[config.mk]
export PLATFORM = sky130hd
export DESIGN_NAME = cfg_loader
export DESIGN_NICKNAME = d
export VERILOG_FILES = /design/src/rtl/cfg_loader_pkg.sv /design/src/rtl/cfg_sector_sel.sv /design/src/rtl/cfg_addr_gen.sv /design/src/rtl/cfg_shifter.sv /design/src/rtl/cfg_loader.sv
export SDC_FILE = /design/constraint.sdc
export NUM_CORES = 1
export LEC_CHECK = 0
export BUFFER_PORTS_ARGS = -buffer_cell sky130_fd_sc_hd__buf_2
export CAP_MARGIN = 0
export CORE_ASPECT_RATIO = 0.75
export CORE_MARGIN = 4
export CORE_UTILIZATION = 40
export CTS_BUF_LIST = sky130_fd_sc_hd__clkbuf_2
export CTS_CLUSTER_SIZE = 30
export DETAILED_ROUTE_END_ITERATION = 10
export GPL_TIMING_DRIVEN = 0
export SYNTH_ARGS = -nofsm -noshare
export SYNTH_HDL_FRONTEND = slang
export SYNTH_HIERARCHICAL = 1
export SYNTH_SLANG_ARGS = --single-unit
export TNS_END_PERCENT = 5
[constraint.sdc]
create_clock -name clk -period 3.1 [get_ports clk]
set_clock_uncertainty 0.1 [all_clocks]
set_input_delay 0.155 -clock clk [delete_from_list [all_inputs] [get_ports clk]]
set_output_delay 0.155 -clock clk [all_outputs]
set_load 0.01 [all_outputs]
[src/rtl/cfg_loader_pkg.sv]
package cfg_loader_pkg;
  typedef enum logic [2:0] {
    ST_IDLE,
    ST_HOLD,
    ST_WAIT_INIT,
    ST_FETCH,
    ST_SHIFT,
    ST_DONE,
    ST_FAIL
  } ldr_state_t;
endpackage

[src/rtl/cfg_sector_sel.sv]
module cfg_sector_sel (
  input  logic clk,
  input  logic rst,
  input  logic jumper_sel,
  input  logic set_valid,
  input  logic set_value,
  output logic sel
);
  always_ff @(posedge clk) begin
    if (rst)            sel <= jumper_sel;
    else if (set_valid) sel <= set_value;
  end
endmodule

[src/rtl/cfg_addr_gen.sv]
module cfg_addr_gen #(
  parameter int OFS_W       = 18,
  parameter int IMAGE_BYTES = 166980
) (
  input  logic           clk,
  input  logic           rst,
  input  logic           clear,
  input  logic           sel_in,
  input  logic           step,
  output logic [OFS_W:0] addr,
  output logic           at_last
);
  localparam logic [OFS_W-1:0] LAST_OFS = OFS_W'(IMAGE_BYTES - 1);

  logic             half_q;
  logic [OFS_W-1:0] ofs_q;

  always_ff @(posedge clk) begin
    if (rst) begin
      half_q <= 1'b0;
      ofs_q  <= '0;
    end else if (clear) begin
      half_q <= sel_in;
      ofs_q  <= '0;
    end else if (step) begin
      ofs_q  <= ofs_q + 1'b1;
    end
  end

  assign addr    = {half_q, ofs_q};
  assign at_last = (ofs_q == LAST_OFS);
endmodule

[src/rtl/cfg_shifter.sv]
module cfg_shifter #(
  parameter int DATA_W = 8
) (
  input  logic              clk,
  input  logic              rst,
  input  logic              clear,
  input  logic              load,
  input  logic [DATA_W-1:0] data,
  input  logic              tick,
  output logic              dout,
  output logic              cclk,
  output logic              last_bit
);
  localparam int BW = (DATA_W > 2) ? $clog2(DATA_W) : 1;
  localparam logic [BW-1:0] LAST_IDX = BW'(DATA_W - 1);

  logic [DATA_W-1:0] sh_q;
  logic [BW-1:0]     idx_q;

  always_ff @(posedge clk) begin
    if (rst || clear) begin
      sh_q  <= '0;
      idx_q <= '0;
      dout  <= 1'b0;
      cclk  <= 1'b0;
    end else if (load) begin
      sh_q  <= data;
      idx_q <= '0;
      dout  <= data[DATA_W-1];
      cclk  <= 1'b0;
    end else if (tick) begin
      if (!cclk) begin
        cclk <= 1'b1;
      end else begin
        cclk <= 1'b0;
        if (idx_q != LAST_IDX) begin
          sh_q  <= sh_q << 1;
          dout  <= sh_q[DATA_W-2];
          idx_q <= idx_q + 1'b1;
        end
      end
    end
  end

  assign last_bit = cclk && (idx_q == LAST_IDX);
endmodule

[src/rtl/cfg_loader.sv]
module cfg_loader
  import cfg_loader_pkg::*;
#(
  parameter int DATA_W      = 8,
  parameter int OFS_W       = 18,
  parameter int IMAGE_BYTES = 166980
) (
  input  logic              clk,
  input  logic              rst,
  input  logic              jumper_sel,
  input  logic              sel_set_valid,
  input  logic              sel_set_value,
  input  logic              prog_n,
  input  logic              init_n,
  input  logic              cfg_done,
  input  logic [DATA_W-1:0] mem_data,
  output logic [OFS_W:0]    mem_addr,
  output logic              mem_oe,
  output logic              cfg_dout,
  output logic              cfg_cclk,
  output logic              busy,
  output logic              load_error
);
  ldr_state_t state;
  logic sel, at_last, last_bit;
  logic stop_now, sh_clear, sh_load, sh_tick, a_clear, a_step;

  cfg_sector_sel u_sel (
    .clk(clk), .rst(rst), .jumper_sel(jumper_sel),
    .set_valid(sel_set_valid), .set_value(sel_set_value), .sel(sel)
  );

  cfg_addr_gen #(.OFS_W(OFS_W), .IMAGE_BYTES(IMAGE_BYTES)) u_addr (
    .clk(clk), .rst(rst), .clear(a_clear), .sel_in(sel),
    .step(a_step), .addr(mem_addr), .at_last(at_last)
  );

  cfg_shifter #(.DATA_W(DATA_W)) u_shift (
    .clk(clk), .rst(rst), .clear(sh_clear), .load(sh_load), .data(mem_data),
    .tick(sh_tick), .dout(cfg_dout), .cclk(cfg_cclk), .last_bit(last_bit)
  );

  always_comb begin
    stop_now = ((state == ST_FETCH) && cfg_done) ||
               ((state == ST_SHIFT) && (cfg_done || (last_bit && at_last)));
    sh_clear = !prog_n || stop_now || (state == ST_HOLD);
    sh_load  = prog_n && (state == ST_FETCH) && !cfg_done;
    sh_tick  = prog_n && (state == ST_SHIFT);
    a_clear  = (state == ST_HOLD);
    a_step   = prog_n && (state == ST_SHIFT) && !cfg_done && last_bit && !at_last;
  end

  always_ff @(posedge clk) begin
    if (rst) begin
      state      <= ST_IDLE;
      busy       <= 1'b0;
      mem_oe     <= 1'b0;
      load_error <= 1'b0;
    end else if (!prog_n) begin
      state      <= ST_HOLD;
      busy       <= 1'b0;
      mem_oe     <= 1'b0;
      load_error <= 1'b0;
    end else begin
      case (state)
        ST_HOLD: state <= ST_WAIT_INIT;
        ST_WAIT_INIT: begin
          if (init_n) begin
            state  <= ST_FETCH;
            busy   <= 1'b1;
            mem_oe <= 1'b1;
          end
        end
        ST_FETCH: begin
          mem_oe <= 1'b0;
          if (cfg_done) begin
            state <= ST_DONE;
            busy  <= 1'b0;
          end else begin
            state <= ST_SHIFT;
          end
        end
        ST_SHIFT: begin
          if (cfg_done) begin
            state <= ST_DONE;
            busy  <= 1'b0;
          end else if (last_bit) begin
            if (at_last) begin
              state      <= ST_FAIL;
              busy       <= 1'b0;
              load_error <= 1'b1;
            end else begin
              state  <= ST_FETCH;
              mem_oe <= 1'b1;
            end
          end
        end
        default: state <= state;
      endcase
    end
  end
endmodule

==> impl_metrics.yaml, run 1 <==
place:
  port_buffers: 39
  gp_congestion: 0.7554
  dp_hpwl_microns: 3048
logic_synthesis:
  yosys_warnings: 6
  ys_seq_area_share_pct: 39.46
  synth-edff-count: 1
  ys_seq_elements: 38
  syn-num-nets: 239
  syn_avg_cell_area_sq_um: 8.878
  synth_cells: 220
  async_flop_share_pct: 0
  synth.cell_area_sq_mm: 0.001953
  synth_ff_type: "dfxtp_1"
  synth_cell_types: 52
routing:
  drtAntennaViolNets: 0
  first_pass_iters: 4
  drc: 0
  wl_microns: 4272
  vias: 1690
  viasPerCell: 5.015
  drtIter0Drc: 79
  wl_per_cell_microns: 12.68
critical_path:
  path_delay_family: "simple AND/OR/NAND/NOR gates"
  crit_chain: "ha_1, ha_1, and2_4, nand2b_1, nor2_2, and2_1, clkbuf_4, nand4_4, or4_1, buf_2, or3_1, a21oi_1"
  slowest_delay_ns: 0.48
  cp_slowest_cell: "or4_1"
  cp.arrival_ns: 3.07
  required_ns: 3.31
  path_buf_inv: 2
  crit_fanout: 8
  cpMostUsedCell: "ha_1"
  path_class: "reg -> reg"
  endpoint_kind: "register"
  startpoint_type: "register"
cells_and_area:
  final_core_util_pct: 52.33
  drive_gt1_share_pct: 30.00
  num_antenna_cells: 0
  nNetsFinal: 298
  syn_to_final_growth_pct: 23.19
  layout_commonest_cell: "buf_2"
  mostFrequentLayoutCells: "buf_2, dfxtp_1, nand2_1, nor2_1"
clock_tree:
  htree_num_levels: 2
  cts_tree: "yes"
  clock-sinks: 38
  clockBufferDepth: 2
  clk_latency_ns: 0.38
  post_cts_buffers: 0
  clock-root-buffer: "clkbuf_2"
  numCtsBuffers: 5
  cts.reportedPaths.clkPinSlew_ns: 0.18
die:
  io_pins: 40
  dieArea_sq_mm: 0.006076
  row_count: 21
  die_h_microns: 68.52
  die_w_microns: 88.69
  fp.coreArea_sq_mm: 0.004598
  start_util_pct: 42.48
grt:
  overflow: 0
  grt_max_degree: 13
  grt_pass1_wl_microns: 7024
  grt_pass1_vias: 1529
  grt_usage_pct: 14.72
  antenna_found_initial: 0
pwr:
  ir_worst_vdd_mv: 0.1761
  switchingPower_w: 0.0001973
  cellPowerDensity_mw_per_mm2: 321.8
  p_int_w: 0.0005770
  p_leak_nw: 0.9226
  p_comb_share_pct: 7.7
  switching_share_pct: 25.48
  power_frac_seq_pct: 64.2
  clkPwrFrac_pct: 28.1
sta:
  slew_viol_final: 0
  setup_viol: 0
  hold_viol: 0
  layout_min_cycle_time_ns: 2.862
  relSlewSlack_pct: 62.06
  timing.fmax_mhz: 349.5
  holdWs_ns: 0.02436
  timing.final.crit_share_pct: 92.31
  fin_tns_setup_ns: 0
  tightest_slew_ns: 0.5690
  rsz0062_at_grt: "false"
run_status:
  outcome: "complete, no violations"
worst_hold_path:
  worst_hold_path_type: "in -> reg"
run:
  max_cap_violations: 0
## path summary, 6_finish.rpt
kind,from,endpoint,slack [ns],depth (start not counted)
hold reg to reg,u_shift/idx_q[2],u_shift/idx_q[2],0.37,2
setup / recovery,u_shift/idx_q[0],u_addr/ofs_q[17],0.24,12
hold / removal,init_n,mem_oe,0.02,4
setup reg to reg,u_shift/idx_q[0],u_addr/ofs_q[17],0.24,12
## registers in the layout, indices dropped and copies added (netlist names)
name / cells
u_shift/cclk: 1
u_sel/sel: 1
mem_oe: 1
busy: 1
u_addr/half_q: 1
u_addr/ofs_q: 18
u_shift/sh_q: 7
load_error: 1
u_shift/idx_q: 3
u_shift/dout: 1
state: 3
## worst min-delay path, stage by stage
cell and delay, ns:
buf_2 0.09, a21o_1 0.10, a22oi_1 0.05, nor2_1 0.08
## metal layers
| layer | GRT usage [%] | wire length [microns] | share of wire (%) |
|---|---|---|---|
| met5 | 0 | 0 | 0 |
| met4 | 3.396 | 38 | 0.89 |
| met3 | 4.276 | 245 | 5.7 |
| met2 | 20.74 | 1640 | 38 |
| met1 | 21.90 | 2347 | 55 |
## power by group through the flow
stage                     Sequential [W]  Combinational (W)  Clock (W)
after floorplan                 0.000507          0.0000270          0
after global placement          0.000507          0.0000461          0
after detailed placement        0.000507          0.0000463          0
after CTS                       0.000497          0.0000594   0.000231
after global routing            0.000498          0.0000653   0.000253
final                           0.000497          0.0000595   0.000218
## cell families (layout without fill, tap and decap cells)
family	after synthesis	after routing	synth area share (%)
AND/OR/NAND/NOR	90	90	26.59
buffers and inverters	25	85	5.829
adder cells (fa/ha/maj)	3	3	1.922
flip-flops	38	38	39.46
AO/OA/AOI/OAI	50	50	19.47
XOR/XNOR	11	11	4.933
multiplexers	3	3	1.794
## synth_stat cells, types with 2 or more instances
| cell | number | share of area (%) |
|---|---|---|
| or3_2 | 2 | 0.77 |
| nor3_1 | 3 | 0.77 |
| nand2_1 | 21 | 4.0 |
| a21oi_2 | 7 | 3.1 |
| or3_1 | 7 | 2.2 |
| xnor2_1 | 7 | 3.1 |
| mux2i_1 | 2 | 1.0 |
| xor2_1 | 4 | 1.8 |
| clkbuf_1 | 3 | 0.58 |
| nand3_1 | 4 | 1.0 |
| a31oi_1 | 2 | 0.64 |
| o21ai_1 | 2 | 0.51 |
| dfxtp_1 | 37 | 38 |
| or2_2 | 3 | 0.96 |
| a21oi_1 | 14 | 3.6 |
| or4_1 | 2 | 0.77 |
| o21ai_0 | 10 | 2.6 |
| inv_1 | 14 | 2.7 |
| and3b_1 | 2 | 0.90 |
| a221oi_2 | 7 | 5.4 |
| ha_1 | 3 | 1.9 |
| buf_2 | 3 | 0.77 |
| nor2_1 | 19 | 3.7 |
| nor4_1 | 2 | 0.64 |
| and2_1 | 2 | 0.64 |
| nand3b_1 | 4 | 1.5 |
| a211oi_1 | 2 | 0.77 |
| buf_4 | 2 | 0.77 |
| nand2b_1 | 3 | 0.96 |
| nand4_1 | 5 | 1.6 |
## timing repair
item / 4_1_cts / 5_1_grt
endpoints found under the hold margin: 12 / 0
hold buffers: 13 / 0
endpoints found under the setup margin: 0 / 15
gates resized for setup: 0 / 6
## stage by stage
step	power [W]	cell area, sq um	cells	worst slack, ns
2_1_floorplan	0.0005336	1953	220	0.4443
3_3_place_gp	0.0005530	2220	316	0.1135
3_5_place_dp	0.0005532	2220	316	0.1216
4_1_cts	0.0007872	2391	337	0.05144
5_1_grt	0.0008161	2406	337	0.009158
6_report	0.0007743	2406	337	0.2384
## final cells by class
cell class / count / area, sq um
repair buffers: 52 / 325.3
inverters: 14 / 52.55
plain buffers: 11 / 63.81
fillers: 444 / 2192
well taps: 57 / 71.32
clock inverters: 3 / 16.27
multi-input cells: 157 / 1080
flip-flops and latches: 38 / 772.0
clock buffers: 5 / 25.02
(Power assumes the default switching activity.)
==> inputs of run 2 (changes only) <==
--- a/config.mk
+++ b/config.mk
@@ -14,6 +14,7 @@
 export CTS_CLUSTER_SIZE = 30
 export DETAILED_ROUTE_END_ITERATION = 10
 export GPL_TIMING_DRIVEN = 0
+export PLACE_DENSITY = 0.59
 export SYNTH_ARGS = -nofsm -noshare
 export SYNTH_HDL_FRONTEND = slang
 export SYNTH_HIERARCHICAL = 1
==> run 2 against run 1 <==
Against the previous run: first-iteration DRC count is 19% lower; critical path depth stayed put; critical path type unchanged; highest routed layer unchanged; sequential share of layout area is 0.84 points lower.
==> impl_metrics.yaml, run 2 (synthesis gave the netlist of run 1 again) <==
run_status:
  outcome: "complete, no violations"
die:
  fp.coreArea_sq_mm: 0.004598
  row_count: 21
  start_util_pct: 42.48
  io_pins: 40
  die_w_microns: 88.69
  dieArea_sq_mm: 0.006076
  die_h_microns: 68.52
clock_tree:
  clock-root-buffer: "clkbuf_2"
  cts_tree: "yes"
  numCtsBuffers: 5
  cts.reportedPaths.clkPinSlew_ns: 0.19
  htree_num_levels: 2
  clk_latency_ns: 0.39
  clock-sinks: 38
  clockBufferDepth: 2
sta:
  fin_tns_setup_ns: 0
  layout_min_cycle_time_ns: 2.832
  relSlewSlack_pct: 63.13
  timing.final.crit_share_pct: 91.37
  finalWorstSetupSlack_ns: 0.2676
  tightest_slew_ns: 0.5485
  hold_viol: 0
  setup_viol: 0
  slew_viol_final: 0
  rsz0062_at_grt: "false"
  timing.fmax_mhz: 353.1
routing:
  drtIter0Drc: 64
  wl_microns: 4349
  drtAntennaViolNets: 0
  met1_length_microns: 2371
  drc: 0
  vias: 1746
  viasPerCell: 5.150
  first_pass_iters: 4
  top_layer_used: "met4"
  route.met2.wl_microns: 1723
  wl_per_cell_microns: 12.83
  wl_met3_microns: 224
cells_and_area:
  nFillCells: 426
  final_area_sq_mm: 0.002471
  drive_gt1_share_pct: 30.14
  layout_commonest_cell: "buf_2"
  multi_input_area_sq_mm: 0.001080
  largest_reg_flops: 18
  num_antenna_cells: 0
  syn_to_final_growth_pct: 26.52
  top_register: "u_addr/ofs_q"
  nNetsFinal: 300
  final_core_util_pct: 53.74
  seqCellArea_sq_um: 772.0
  top_regs: "u_addr/ofs_q: 18 flops, u_shift/sh_q: 7 flops"
  mostFrequentLayoutCells: "buf_2, dfxtp_1, nand2_1, nor2_1"
grt:
  grt_pass1_vias: 1625
  grt_usage_pct: 15.79
  overflow: 0
  antenna_found_initial: 0
  grt_max_degree: 13
  grt_pass1_wl_microns: 7486
place:
  gp_congestion: 0.8254
  dp_hpwl_microns: 3145
  port_buffers: 39
  dp_slack_ns: 0.03711
  placed_area_sq_mm: 0.002220
critical_path:
  rrSetupSlack_ns: 0.27
  critPathCapture: "u_addr/ofs_q[17]"
  crit_fanout: 8
  path_class: "reg -> reg"
  cp.arrival_ns: 3.04
  endpoint_kind: "register"
  startpoint_type: "register"
  rr_worst_depth: 12
  r2r-end: "u_addr/ofs_q[17]"
  required_ns: 3.31
  setup.worst_path.start: "u_shift/idx_q[0]"
  r2r-start: "u_shift/idx_q[0]"
worst_hold_path:
  worst_hold_path_type: "in -> reg"
run:
  max_cap_violations: 0
pwr:
  ir_worst_vdd_mv: 0.2878
  p_leak_nw: 0.9550
  cellPowerDensity_mw_per_mm2: 379.2
## run 2: final cells by class
cell class / count / area share, %
well taps: 57 / 2.886
clock buffers: 5 / 1.013
clock inverters: 3 / 2.582
plain buffers: 11 / 2.582
flip-flops and latches: 38 / 31.24
repair buffers: 54 / 13.87
multi-input cells: 157 / 43.70
inverters: 14 / 2.127
## run 2: power breakdown
| group | leakage [nW] | internal (W) | switching, W |
|---|---|---|---|
| combinational | 0.596 | 0.0000314 | 0.0000292 |
| sequential | 0.309 | 0.000495 | 0.00000224 |
| clock | 0.0506 | 0.000215 | 0.000164 |
| total | 0.955 | 0.000741 | 0.000196 |
## run 2: routing by layer
metal / track usage (%) / vias up
met5: 0 / -
met4: 4.528 / 0
met3: 4.038 / 4
met2: 23.43 / 39
met1: 22.56 / 797
li1: - / 906
## run 2: metrics by stage
stage,instances,hold slack [ns],total power [W]
global placement,316,0.3068,0.0005533
floorplan,220,0.1274,0.0005336
CTS,338,0.06679,0.0009521
finish,339,0.1002,0.0009371
global route,339,0.1374,0.0009781
detailed placement,316,0.3207,0.0005538
## run 2: worst min-delay path by stage
stage	from	to	slack, ns	depth (start not counted)
6_report	cfg_done	busy	0.10	3
5_1_grt	cfg_done	busy	0.14	4
4_1_cts	cfg_done	busy	0.07	3
3_5_place_dp	mem_data[2]	u_shift/sh_q[2]	0.32	3
3_3_place_gp	mem_data[3]	u_shift/sh_q[3]	0.31	3
2_1_floorplan	rst	u_addr/half_q	0.13	1
## run 2: critical path, cell delays in order (launching register included)
cell	delay [ns]
dfxtp_2	0.38
ha_1	0.15
ha_1	0.17
and2_4	0.17
nand2b_1	0.09
nor2_2	0.12
and2_1	0.14
clkbuf_4	0.19
nand4_4	0.13
or4_1	0.48
buf_2	0.17
or3_1	0.34
a21oi_1	0.15
## run 2: timing repair
item	in CTS	in global routing
pin swaps	0	1
cloned	0	0
gates resized for setup	1	5
hold buffers	14	0
endpoints found under the hold margin	13	0
endpoints found under the setup margin	2	7
buffers inserted	0	1
==> inputs of run 3 (changes only) <==
--- a/config.mk
+++ b/config.mk
@@ -5,7 +5,6 @@
 export SDC_FILE = /design/constraint.sdc
 export NUM_CORES = 1
 export LEC_CHECK = 0
-export BUFFER_PORTS_ARGS = -buffer_cell sky130_fd_sc_hd__buf_2
 export CAP_MARGIN = 0
 export CORE_ASPECT_RATIO = 0.75
 export CORE_MARGIN = 4
@@ -13,8 +12,9 @@
 export CTS_BUF_LIST = sky130_fd_sc_hd__clkbuf_2
 export CTS_CLUSTER_SIZE = 30
 export DETAILED_ROUTE_END_ITERATION = 10
+export DONT_BUFFER_PORTS = 1
 export GPL_TIMING_DRIVEN = 0
-export PLACE_DENSITY = 0.59
+export PLACE_DENSITY = 0.6
 export SYNTH_ARGS = -nofsm -noshare
 export SYNTH_HDL_FRONTEND = slang
 export SYNTH_HIERARCHICAL = 1
==> run 3 against run 2 <==
Against the previous run: first-iteration DRC count decreased by 20%; total power fell by 18%; design area down 8.9%; flip-flop and latch count unchanged; via count decreased by 5.5%; worst setup slack worse by 0.12 ns; routed wire length increased by 0.57%; core utilization decreased by 4.8 points; largest power group unchanged; highest routed layer unchanged.
==> impl_metrics.yaml, run 3 (synthesis gave the netlist of run 1 again) <==
run_status:
  outcome: "complete, no violations"
clock_tree:
  cts.reportedPaths.clkPinSlew_ns: 0.21
  htree_num_levels: 2
  cts_tree: "yes"
  clockBufferDepth: 2
  clk_latency_ns: 0.39
  numCtsBuffers: 5
  clock-root-buffer: "clkbuf_2"
  clock-sinks: 38
die:
  row_count: 21
  start_util_pct: 42.48
  fp.coreArea_sq_mm: 0.004598
  die_h_microns: 68.52
  dieArea_sq_mm: 0.006076
  die_w_microns: 88.69
  io_pins: 40
pwr:
  ir_worst_vdd_mv: 0.1565
  fin_total_pwr_w: 0.0007676
  cellPowerDensity_mw_per_mm2: 341.0
  p_leak_nw: 0.7541
place:
  gp_congestion: 0.7535
  dp_slack_ns: -0.03514
  dp_hpwl_microns: 3011
  dpl.cell_count: 277
  port_buffers: 0
cells_and_area:
  num_antenna_cells: 0
  top_register: "u_addr/ofs_q"
  drive_gt1_share_pct: 18.78
  final_core_util_pct: 48.95
  layout_commonest_cell: "dfxtp_1"
  largest_reg_flops: 18
  nFillCells: 424
  mostFrequentLayoutCells: "dfxtp_1, nand2_1, nor2_1, dlygate4sd3_1"
  nNetsFinal: 263
  syn_to_final_growth_pct: 15.25
  top_regs: "u_addr/ofs_q: 18 flops, u_shift/sh_q: 7 flops"
  fin_cells: 302
sta:
  relSlewSlack_pct: 59.55
  slew_viol_final: 0
  finalWorstSetupSlack_ns: 0.1491
  timing.fmax_mhz: 338.9
  layout_min_cycle_time_ns: 2.951
  rsz0062_at_grt: "false"
  hold_viol: 0
  tightest_slew_ns: 0.6018
  setup_viol: 0
  timing.final.crit_share_pct: 95.19
grt:
  use_met3_pct: 5.463
  grt_pass1_vias: 1526
  met2_usage_pct: 21.94
  grt_max_degree: 12
  busiest_layer: "met2"
  overflow: 0
  grt_pass1_wl_microns: 7086
  use_met1_pct: 21.01
  antenna_found_initial: 0
  grt_usage_pct: 15.07
routing:
  wl_microns: 4374
  drtIter0Drc: 51
  vias: 1650
  viasPerCell: 5.464
  drtAntennaViolNets: 0
  wl_per_cell_microns: 14.48
  first_pass_iters: 4
  drc: 0
critical_path:
  path_class: "reg -> reg"
  cp.arrival_ns: 3.16
  endpoint_kind: "register"
  required_ns: 3.31
  startpoint_type: "register"
  crit_fanout: 8
run:
  max_cap_violations: 0
worst_hold_path:
  worst_hold_path_type: "in -> reg"
-- run 3: repair_timing --
| item | 4_1_cts | 5_1_grt |
|---|---|---|
| endpoints found under the hold margin | 21 | 2 |
| setup buffers | 0 | 1 |
| resized for setup | 1 | 5 |
| hold buffers | 16 | 1 |
| endpoints found under the setup margin | 5 | 8 |
| pin swaps | 0 | 1 |
-- run 3: through the flow --
stage / hold slack, ns / TNS [ns] / cell area, sq um
finish: 0.04084 / 0 / 2251
global route: 0.03635 / 0 / 2251
CTS: 0.0001472 / 0 / 2230
detailed placement: 0.1347 / -0.1245 / 2024
global placement: 0.1312 / -0.1039 / 2024
floorplan: 0.1274 / 0 / 1953
-- run 3: area by class of cell --
type | instances | area (sq um) | share of cell area (%)
buffer | 10 | 60.06 | 2.668
clock buffer | 6 | 30.03 | 1.334
clock inverter | 2 | 8.758 | 0.3891
inverter | 14 | 52.55 | 2.335
multi-input combinational | 157 | 1077 | 47.86
sequential | 38 | 773.2 | 34.35
tap | 57 | 71.32 | 3.168
timing repair buffer | 18 | 177.7 | 7.893
-- run 3: report_power, final --
group	internal, W	switching [W]	total (W)
logic	0.0000270	0.0000261	0.0000531
clock network	0.0000556	0.000162	0.000218
registers	0.000495	0.00000223	0.000497
total	0.000577	0.000190	0.000768
-- run 3: per-layer routing --
| metal | vias up | routed length, microns | share of wire [%] |
|---|---|---|---|
| met1 | 780 | 2248 | 51 |
| met5 | - | 0 | 0 |
| met2 | 38 | 1796 | 41 |
| met3 | 5 | 296 | 6.8 |
| met4 | 0 | 32 | 0.73 |
| li1 | 827 | - | - |
-- run 3: critical path, cell delays in order (launching register included) --
cell,delay (ns)
dfxtp_2,0.37
ha_1,0.14
ha_1,0.16
and2_1,0.20
nand2b_1,0.11
nor2_2,0.13
and2_1,0.16
clkbuf_4,0.19
nand4_4,0.12
or4_1,0.49
buf_2,0.17
or3_1,0.36
a21oi_1,0.16
-- run 3: final timing paths --
check | start | to | slack, ns | cells after the start
hold / removal | init_n | busy | 0.04 | 3
setup / recovery | u_shift/idx_q[1] | u_addr/ofs_q[15] | 0.15 | 12
setup reg to reg | u_shift/idx_q[1] | u_addr/ofs_q[15] | 0.15 | 12
hold reg to reg | u_shift/idx_q[1] | u_shift/idx_q[1] | 0.37 | 2
